===== src/rtl/sar_pkg.sv =====
package sar_pkg;
    localparam int BYTE_W = 8;
    localparam int CNT_W  = $clog2(BYTE_W);

    typedef enum logic [2:0] {
        ST_IDLE,
        ST_ADDR,
        ST_ACK,
        ST_SEND,
        ST_WAIT
    } sar_state_e;

    typedef struct packed {
        sar_state_e         st;
        logic [CNT_W-1:0]   cnt;
        logic [BYTE_W-1:0]  shr;
        logic               ack_on;
        logic               oe;
    } fsm_regs_t;

    typedef struct packed {
        logic alert;
        logic dirty;
    } alert_regs_t;
endpackage


===== src/rtl/sar_bus_sync.sv =====
module sar_bus_sync #(
    parameter int STAGES = 2
) (
    input  logic clk,
    input  logic rst_n,
    input  logic scl_i,
    input  logic sda_i,
    output logic scl_o,
    output logic sda_o,
    output logic scl_rise_o,
    output logic scl_fall_o,
    output logic start_o,
    output logic stop_o
);
    localparam int TOP = STAGES - 1;

    logic [STAGES-1:0] scl_pipe_q, sda_pipe_q;
    logic              scl_prev_q, sda_prev_q;

    always_ff @(posedge clk or negedge rst_n) begin
        if (!rst_n) begin
            scl_pipe_q <= '1;
            sda_pipe_q <= '1;
            scl_prev_q <= 1'b1;
            sda_prev_q <= 1'b1;
        end else begin
            scl_pipe_q <= {scl_pipe_q[TOP-1:0], scl_i};
            sda_pipe_q <= {sda_pipe_q[TOP-1:0], sda_i};
            scl_prev_q <= scl_pipe_q[TOP];
            sda_prev_q <= sda_pipe_q[TOP];
        end
    end

    assign scl_o      = scl_pipe_q[TOP];
    assign sda_o      = sda_pipe_q[TOP];
    assign scl_rise_o = scl_o & ~scl_prev_q;
    assign scl_fall_o = ~scl_o & scl_prev_q;
    assign start_o    = scl_o & scl_prev_q & sda_prev_q & ~sda_o;
    assign stop_o     = scl_o & scl_prev_q & ~sda_prev_q & sda_o;
endmodule


===== src/rtl/sar_ara_fsm.sv =====
module sar_ara_fsm
    import sar_pkg::*;
#(
    parameter logic [6:0]        ARA_ADDR7 = 7'h0C,
    parameter logic [BYTE_W-1:0] RESP_BYTE = 8'h14
) (
    input  logic clk,
    input  logic rst_n,
    input  logic scl_rise_i,
    input  logic scl_fall_i,
    input  logic start_i,
    input  logic stop_i,
    input  logic sda_s_i,
    input  logic alert_active_i,
    output logic sda_oe_o,
    output logic resp_start_o,
    output logic resp_done_o
);
    localparam logic [BYTE_W-1:0] MATCH_BYTE = {ARA_ADDR7, 1'b1};
    localparam logic [CNT_W-1:0]  LAST_BIT   = CNT_W'(BYTE_W - 1);

    fsm_regs_t r_d, r_q;
    logic [BYTE_W-1:0] shr_next;

    always_comb begin
        r_d          = r_q;
        resp_start_o = 1'b0;
        resp_done_o  = 1'b0;
        shr_next     = {r_q.shr[BYTE_W-2:0], sda_s_i};
        if (start_i) begin
            r_d.st     = ST_ADDR;
            r_d.cnt    = '0;
            r_d.oe     = 1'b0;
            r_d.ack_on = 1'b0;
        end else if (stop_i) begin
            r_d.st = ST_IDLE;
            r_d.oe = 1'b0;
        end else begin
            unique case (r_q.st)
                ST_ADDR: if (scl_rise_i) begin
                    r_d.shr = shr_next;
                    if (r_q.cnt == LAST_BIT) begin
                        r_d.cnt    = '0;
                        r_d.ack_on = 1'b0;
                        r_d.st     = (shr_next == MATCH_BYTE && alert_active_i)
                                     ? ST_ACK : ST_WAIT;
                    end else begin
                        r_d.cnt = r_q.cnt + 1'b1;
                    end
                end
                ST_ACK: if (scl_fall_i) begin
                    if (!r_q.ack_on) begin
                        r_d.oe     = 1'b1;
                        r_d.ack_on = 1'b1;
                    end else begin
                        r_d.st       = ST_SEND;
                        r_d.cnt      = '0;
                        r_d.oe       = ~RESP_BYTE[BYTE_W-1];
                        resp_start_o = 1'b1;
                    end
                end
                ST_SEND: begin
                    if (scl_rise_i) begin
                        if (!r_q.oe && !sda_s_i) begin
                            r_d.st = ST_WAIT;
                        end else if (r_q.cnt == LAST_BIT) begin
                            r_d.st      = ST_WAIT;
                            resp_done_o = 1'b1;
                        end else begin
                            r_d.cnt = r_q.cnt + 1'b1;
                        end
                    end else if (scl_fall_i) begin
                        r_d.oe = ~RESP_BYTE[LAST_BIT - r_q.cnt];
                    end
                end
                ST_WAIT: if (scl_fall_i) r_d.oe = 1'b0;
                default: ;
            endcase
        end
    end

    always_ff @(posedge clk or negedge rst_n) begin
        if (!rst_n) begin
            r_q <= '{st: ST_IDLE, cnt: '0, shr: '0, ack_on: 1'b0, oe: 1'b0};
        end else begin
            r_q <= r_d;
        end
    end

    assign sda_oe_o = r_q.oe;
endmodule


===== src/rtl/sar_alert_ctrl.sv =====
module sar_alert_ctrl
    import sar_pkg::*;
#(
    parameter int NUM_SRC = 2
) (
    input  logic               clk,
    input  logic               rst_n,
    input  logic [NUM_SRC-1:0] status_i,
    input  logic               resp_start_i,
    input  logic               resp_done_i,
    output logic               alert_o
);
    alert_regs_t       r_d, r_q;
    logic [NUM_SRC-1:0] prev_q;
    logic               event_w;

    always_ff @(posedge clk) prev_q <= status_i;

    assign event_w = |(status_i ^ prev_q);

    always_comb begin
        r_d.alert = r_q.alert | event_w;
        r_d.dirty = r_q.dirty | event_w;
        if (resp_start_i) r_d.dirty = event_w;
        if (resp_done_i)  r_d.alert = r_q.dirty | event_w;
    end

    always_ff @(posedge clk or negedge rst_n) begin
        if (!rst_n) begin
            r_q <= '{alert: 1'b1, dirty: 1'b0};
        end else begin
            r_q <= r_d;
        end
    end

    assign alert_o = r_q.alert;
endmodule


===== src/rtl/smb_alert_responder.sv =====
module smb_alert_responder #(
    parameter logic [6:0] ARA_ADDR7   = 7'h0C,
    parameter logic [7:0] OWN_ADDR    = 8'h14,
    parameter int         SYNC_STAGES = 2
) (
    input  logic clk,
    input  logic rst_n,
    input  logic scl_i,
    input  logic sda_i,
    input  logic ac_present_i,
    input  logic batt_present_i,
    output logic sda_pull_o,
    output logic alert_pull_o
);
    localparam int NUM_SRC = 2;

    logic scl_s, sda_s, scl_rise, scl_fall, start_det, stop_det;
    logic resp_start, resp_done;

    sar_bus_sync #(.STAGES(SYNC_STAGES)) sync_i (
        .clk        (clk),
        .rst_n      (rst_n),
        .scl_i      (scl_i),
        .sda_i      (sda_i),
        .scl_o      (scl_s),
        .sda_o      (sda_s),
        .scl_rise_o (scl_rise),
        .scl_fall_o (scl_fall),
        .start_o    (start_det),
        .stop_o     (stop_det)
    );

    sar_ara_fsm #(.ARA_ADDR7(ARA_ADDR7), .RESP_BYTE(OWN_ADDR)) fsm_i (
        .clk            (clk),
        .rst_n          (rst_n),
        .scl_rise_i     (scl_rise),
        .scl_fall_i     (scl_fall),
        .start_i        (start_det),
        .stop_i         (stop_det),
        .sda_s_i        (sda_s),
        .alert_active_i (alert_pull_o),
        .sda_oe_o       (sda_pull_o),
        .resp_start_o   (resp_start),
        .resp_done_o    (resp_done)
    );

    sar_alert_ctrl #(.NUM_SRC(NUM_SRC)) alert_i (
        .clk          (clk),
        .rst_n        (rst_n),
        .status_i     ({batt_present_i, ac_present_i}),
        .resp_start_i (resp_start),
        .resp_done_i  (resp_done),
        .alert_o      (alert_pull_o)
    );

    logic unused_scl;
    assign unused_scl = scl_s;
endmodule


===== config.mk =====
export PLATFORM = sky130hd
export DESIGN_NAME = smb_alert_responder
export DESIGN_NICKNAME = d
export VERILOG_FILES = /design/src/rtl/sar_pkg.sv /design/src/rtl/sar_bus_sync.sv /design/src/rtl/sar_ara_fsm.sv /design/src/rtl/sar_alert_ctrl.sv /design/src/rtl/smb_alert_responder.sv
export SDC_FILE = /design/constraint.sdc
export NUM_CORES = 1
export LEC_CHECK = 0
export BUFFER_PORTS_ARGS = -buffer_cell sky130_fd_sc_hd__buf_2
export CORE_UTILIZATION = 38
export CTS_CLUSTER_SIZE = 28
export DETAILED_ROUTE_END_ITERATION = 8
export PLACE_DENSITY = 0.64
export SYNTH_ARGS = -nofsm -noshare
export SYNTH_HDL_FRONTEND = slang
export SYNTH_HIERARCHICAL = 1
export SYNTH_SLANG_ARGS = --single-unit

===== constraint.sdc =====
create_clock -name clk -period 5.3 [get_ports clk]
set_input_delay 1.59 -clock clk [delete_from_list [all_inputs] [get_ports clk]]
set_output_delay 1.59 -clock clk [all_outputs]
set_load 0.005 [all_outputs]

# Yosys cells after proc, flatten, opt, wreduce, memory -nomap -nowiden
# Memories as Yosys holds them, arrays and structs flattened.
# Cells that the tools add are included.
# totals
romBits	8
mem_count	1
elab_cells	109
ff_bits	26
in_bits	6
# classes
order_cmp	1
n_eq_ne	23
n_addsub	2
reduce_logical	14
bitwise	17
mux	39
# mem_list
memory	depth	width	rd	rd_clocked_by_memory_dff	wr	line_no	text
(no name shown)	8	1	1	0	0	sar_ara_fsm.sv:73	r_d.oe = ~RESP_BYTE[LAST_BIT - r_q.cnt];
# ops
operator	count
$ne A4 B1 Y1 const B	7
$mux W3	8
$mux W6	4
$mux W1	19
$pmux W6 S3	1
$mux W15	1
$ne A3 B1 Y1 const B	5
$mux W12	1
$reduce_and A5 Y1	2
$reduce_bool A5 Y1	2
$eq A8 B5 Y1 const B	1
$mux W8	1
$reduce_and A8 Y1	1
$and A1 B1 Y1	7
$not A1 Y1	7
$reduce_and A7 Y1	1
$eq A3 B2 Y1 const B	2
$eq A3 B3 Y1 const B	2
$ne A3 B2 Y1 const B	2
$ne A5 B1 Y1 const B	1
$lt A3 B4 Y1 const B	1
$mux W2	2
$ne A4 B4 Y1 const B	1
$reduce_and A4 Y1	1
other kinds (13)	16

# Logic depth before layout (Yosys ltp)
# logic_depth
word_depth	9
mapped_depth	7

# Hierarchy
# The synthesis kept the hierarchy.
# modules_own_cells
module	instances	area_per_inst_um2	cells_per_inst
sar_ara_fsm	1	904.6	91
sar_bus_sync	1	190.2	10
sar_alert_ctrl	1	135.1	10

# Worst setup path before layout
# No wires, ideal clock.
# synth_path
path_type	register to output
startpoint	register alert_i.r_q (netlist bit alert_i/alert_o)
endpoint	output port alert_pull_o
arrival_ps	518
stages_incl_launch_ff	1
path_slack_ps	3192
path_cell_list	dfstp_2
# synth_rtl
item	line_no	text
start: declaration	sar_alert_ctrl.sv:13	alert_regs_t r_d, r_q;
start signal: assignment	sar_alert_ctrl.sv:30	r_q <= '{alert: 1'b1, dirty: 1'b0};
start signal: assignment	sar_alert_ctrl.sv:32	r_q <= r_d;
end: declaration	smb_alert_responder.sv:13	output logic alert_pull_o
# No word-level cell between the ends.

# Worst setup path in the final report
# layout_path
startpoint	register alert_i.r_q (netlist bit alert_i/alert_o)
endpoint	output port alert_pull_o
# No word-level cell between the ends.

==> metrics.md <==
| Metric | Value |
|---|---|
| Final hold vios | 0 |
| Row count | 20 |
| Via count | about 850 |
| Post-CTS Setup Bufs | 0 |
| Number of port buffers | 7 |
| Hold_buf cts | 0 |
| P per Cell Area | roughly 300 nW/um2 |
| First-pass GRT wire length | approximately 3.8 mm |
| H-tree depth | 1 |
| GRT Util Overall | roughly 14% |
| Status | completed |
| Syn_nets | between 100 and 150 |
| Unrepaired setup endpoints after global routing | false |
| Top cell type's share of synthesized area | between 30% and 40% |
| Largest stage delay, worst path | between 500 and 600 ps |
| Pre-Repair DR Iteration Count | 4 |
| Complex-gate fraction of the synthesized area | 11.4% |
| Core area | 3050 um2 |
| Routed len/inst | 12.7 um |
| Worst vdd ir | roughly 0.17 mV |
| Clk Latency, worst-skew pair | a little over 300 ps |
| Layout Cells excl Fill | roughly 160 |
| Register bit count reported by yosys | 25 |
| Slew Limit Headroom | ~67% |
| Fin worst setup slack | between 2000 and 3000 ps |
| Final antenna-violating net count | 0 |
| Area leader, netlist | dfrtp_1 |
| Design Area, Final | ~1300 um2 |
| Die height | roughly 59 um |
| CP Capture Type | output port |
| Comb pwr share | around 16% |
| Sequential fraction of the synthesis area | about half |
| Largest fanout on the critical path | 3 |
| Ys async rst share | 92.0% |
| Detail Placement HPWL | between 1.5 and 2 mm |
| Share of cells above drive strength 1 | approximately a quarter |
| Vias per inst | 5.19 |
| Mapped Cells | between 100 and 150 |
| Worst-margin pin slew | 489 ps |
| Setup CP Type | reg2out |
| CTS resizes | 0 |
| Routed wire length | 2.08 mm |
| Startpoint Class | flip-flop |
| Placer Congestion | between 0.9 and 1 |
| Max-cap violations | 0 |
| Top cells by area, synth | dfrtp_1 33%, dfstp_2 15%, mux2_2 7.3% |
| Slew Viols, Final | 0 |
| Starting DRT DRC Count | 25 |
| Power share of the clock group | 21.4% |
| Fmax | 388 MHz |
| Leakage power | between 0.5 and 0.6 nW |
| Vias in the first global route | about 880 |
| Min Tclk post-route | around 2600 ps |
| Avg Cell Area, Syn | between 10 and 15 um2 |
| Int Pwr | slightly below 0.3 mW |
| Sw Share | a little over a quarter |
| XOR/XNOR Fraction of Synth Area | between 1 and 1.5% |
| I/O pin cnt | 8 |
| Setup WS pre-CTS | approximately 3000 ps |
| Synthesis warning total | 6 |
| Critical Path AT | just under 1000 ps |
| Die W | 58.9 um |
| Clk sinks | 25 |
| Fraction of synthesized area in multiplexers | between 10% and 20% |
| Top_reg_cell synth | dfrtp_1 |
| Final Power | around 0.4 mW |
| Overflow after GRT | 0 |
| Largest family of logic cells by synthesized area | simple AND/OR/NAND/NOR gates |
| Post-Synth Adder-Cell Area | roughly 3.1% |
| Worst Path Required | approximately 3700 ps |
| CP cell instances | buf_2 |
| Sum of buffers and inverters on the critical path | 1 |
| Final setup fails | 0 |
| Fin crit share | 48.7% |
| Synth unique cells | 41 |
| Placed Area | roughly 1300 um2 |
| Mapped cell area | around 1200 um2 |
| CP max-delay cell | dfstp_2 |
| Part of the power in registers | just over 60% |
| Hold Crit Class | reg2reg |
| Clock-pin slew on the worst setup and hold paths | 140 ps |
| Clk buf depth | 2 |
| Fin util | a little over two fifths |
| Antenna cells | 0 |
| Total negative slack | 0 ps |
| Largest net degree at the start of global routing | 24 |
| Top-count cell post-synth | dfrtp_1 |
| Initial core utilization | 40.3% |
| Total CTS buffers | 3 |
| Setup Skew | a little under 8 ps |
| Synth-to-Final Area Change | 8.75% |
| Synth Area in Simple Gates | 20.1% |
| Residual DRC | 0 |
| Fin nets | 130 |
| Clock Root Buffer | clkbuf_4 |
| Antenna violations before repair | 0 |
| DIE AREA | between 3000 and 4000 um2 |
| WHS | approximately 370 ps |
| Synth top cells by count | 16 x dfrtp_1, 9 x nor2_1, 8 x mux2_2, 8 x nand2_1, 7 x dfstp_2 |
| Switching pwr | ~0.11 mW |
| CTS tree | yes |
| Number of synthesized flops with an enable pin | 0 |
| Placed Cells | 160 |
| Cell family with most CP delay | flip-flops |
[layer usage]
| metal | part of all wire [%] | wire, um | track usage (%) |
|---|---|---|---|
| met5 | 0 | 0 | 0 |
| met4 | 1.6 | 33 | 6.46 |
| met3 | 4.3 | 89 | 2.64 |
| met2 | 47 | 972 | 21.3 |
| met1 | 47 | 989 | 19.9 |
[cells in the final DEF, fill, tap and decap left out, drive strengths merged, types with 3 or more instances in the layout]
| cell | n |
|---|---|
| dfrtp | 16 |
| nor2 | 10 |
| mux2 | 9 |
| nand2 | 8 |
| dfstp | 7 |
| buf | 7 |
| nand2b | 4 |
| nor3 | 4 |
| a31oi | 4 |
| o21ai | 4 |
| inv | 4 |
| mux2i | 3 |
| clkbuf | 3 |
| ha | 3 |
[worst reg2reg max path, cell delays in order (launching register included)]
cell,delay (ps)
dfstp_2,580
nor2b_1,370
nand2_1,120
nor2_1,110
nand2_1,100
nor2_2,310
mux2_2,380
[final timing paths]
kind / start / end / slack, ps / depth (start not counted)
max in group asynchronous: rst_n / sync_i/sda_prev_q$_DFF_PN1_ / 3720 / 1
hold reg to reg: sync_i/scl_pipe_q[0]$_DFF_PN1_ / sync_i/scl_pipe_q[1]$_DFF_PN1_ / 370 / 0
setup / recovery: alert_i/alert_o$_DFF_PN1_ / alert_pull_o / 2720 / 1
hold / removal: sync_i/scl_pipe_q[0]$_DFF_PN1_ / sync_i/scl_pipe_q[1]$_DFF_PN1_ / 370 / 0
min in group asynchronous: rst_n / fsm_i/r_q[14]$_DFFE_PN0P_ / 1210 / 1
setup reg to reg: sync_i/scl_pipe_q[1]$_DFF_PN1_ / fsm_i/r_q[6]$_DFFE_PN0P_ / 3250 / 6
[cells by family (layout without fill, tap and decap cells)]
logic type / Yosys count / count (layout)
AND/OR/NAND/NOR: 43 / 43
XOR/XNOR: 2 / 2
flip-flops: 25 / 25
multiplexers: 12 / 12
AO/OA/AOI/OAI: 20 / 20
buffers and inverters: 6 / 15
adder cells (fa/ha/maj): 3 / 3
[power groups by stage]
stage | clock network, mW | logic, mW | registers, mW
finish | 0.0853 | 0.0654 | 0.247
global route | 0.0961 | 0.0738 | 0.253
CTS | 0.0924 | 0.0667 | 0.248
detailed placement | 0 | 0.0665 | 0.252
global placement | 0 | 0.0641 | 0.249
floorplan | 0 | 0.0559 | 0.242
[area by class of cell]
type | count | area (um2)
sequential | 25 | 624
tap | 44 | 55.1
clock inverter | 1 | 7.51
clock buffer | 3 | 22.5
multi-input combinational | 80 | 578
timing repair buffer | 7 | 35.0
inverter | 4 | 15.0
fill | 305 | 1720
[flip-flops by register name, indices dropped and copies added, names as in the netlist]
| signal | cells |
|---|---|
| fsm_i/sda_oe_o | 1 |
| fsm_i/r_q | 14 |
| sync_i/sda_pipe_q | 2 |
| alert_i/r_q | 1 |
| alert_i/alert_o | 1 |
| sync_i/sda_prev_q | 1 |
| alert_i/prev_q | 2 |
| sync_i/scl_pipe_q | 2 |
| sync_i/scl_prev_q | 1 |
(Power assumes the default switching activity.)
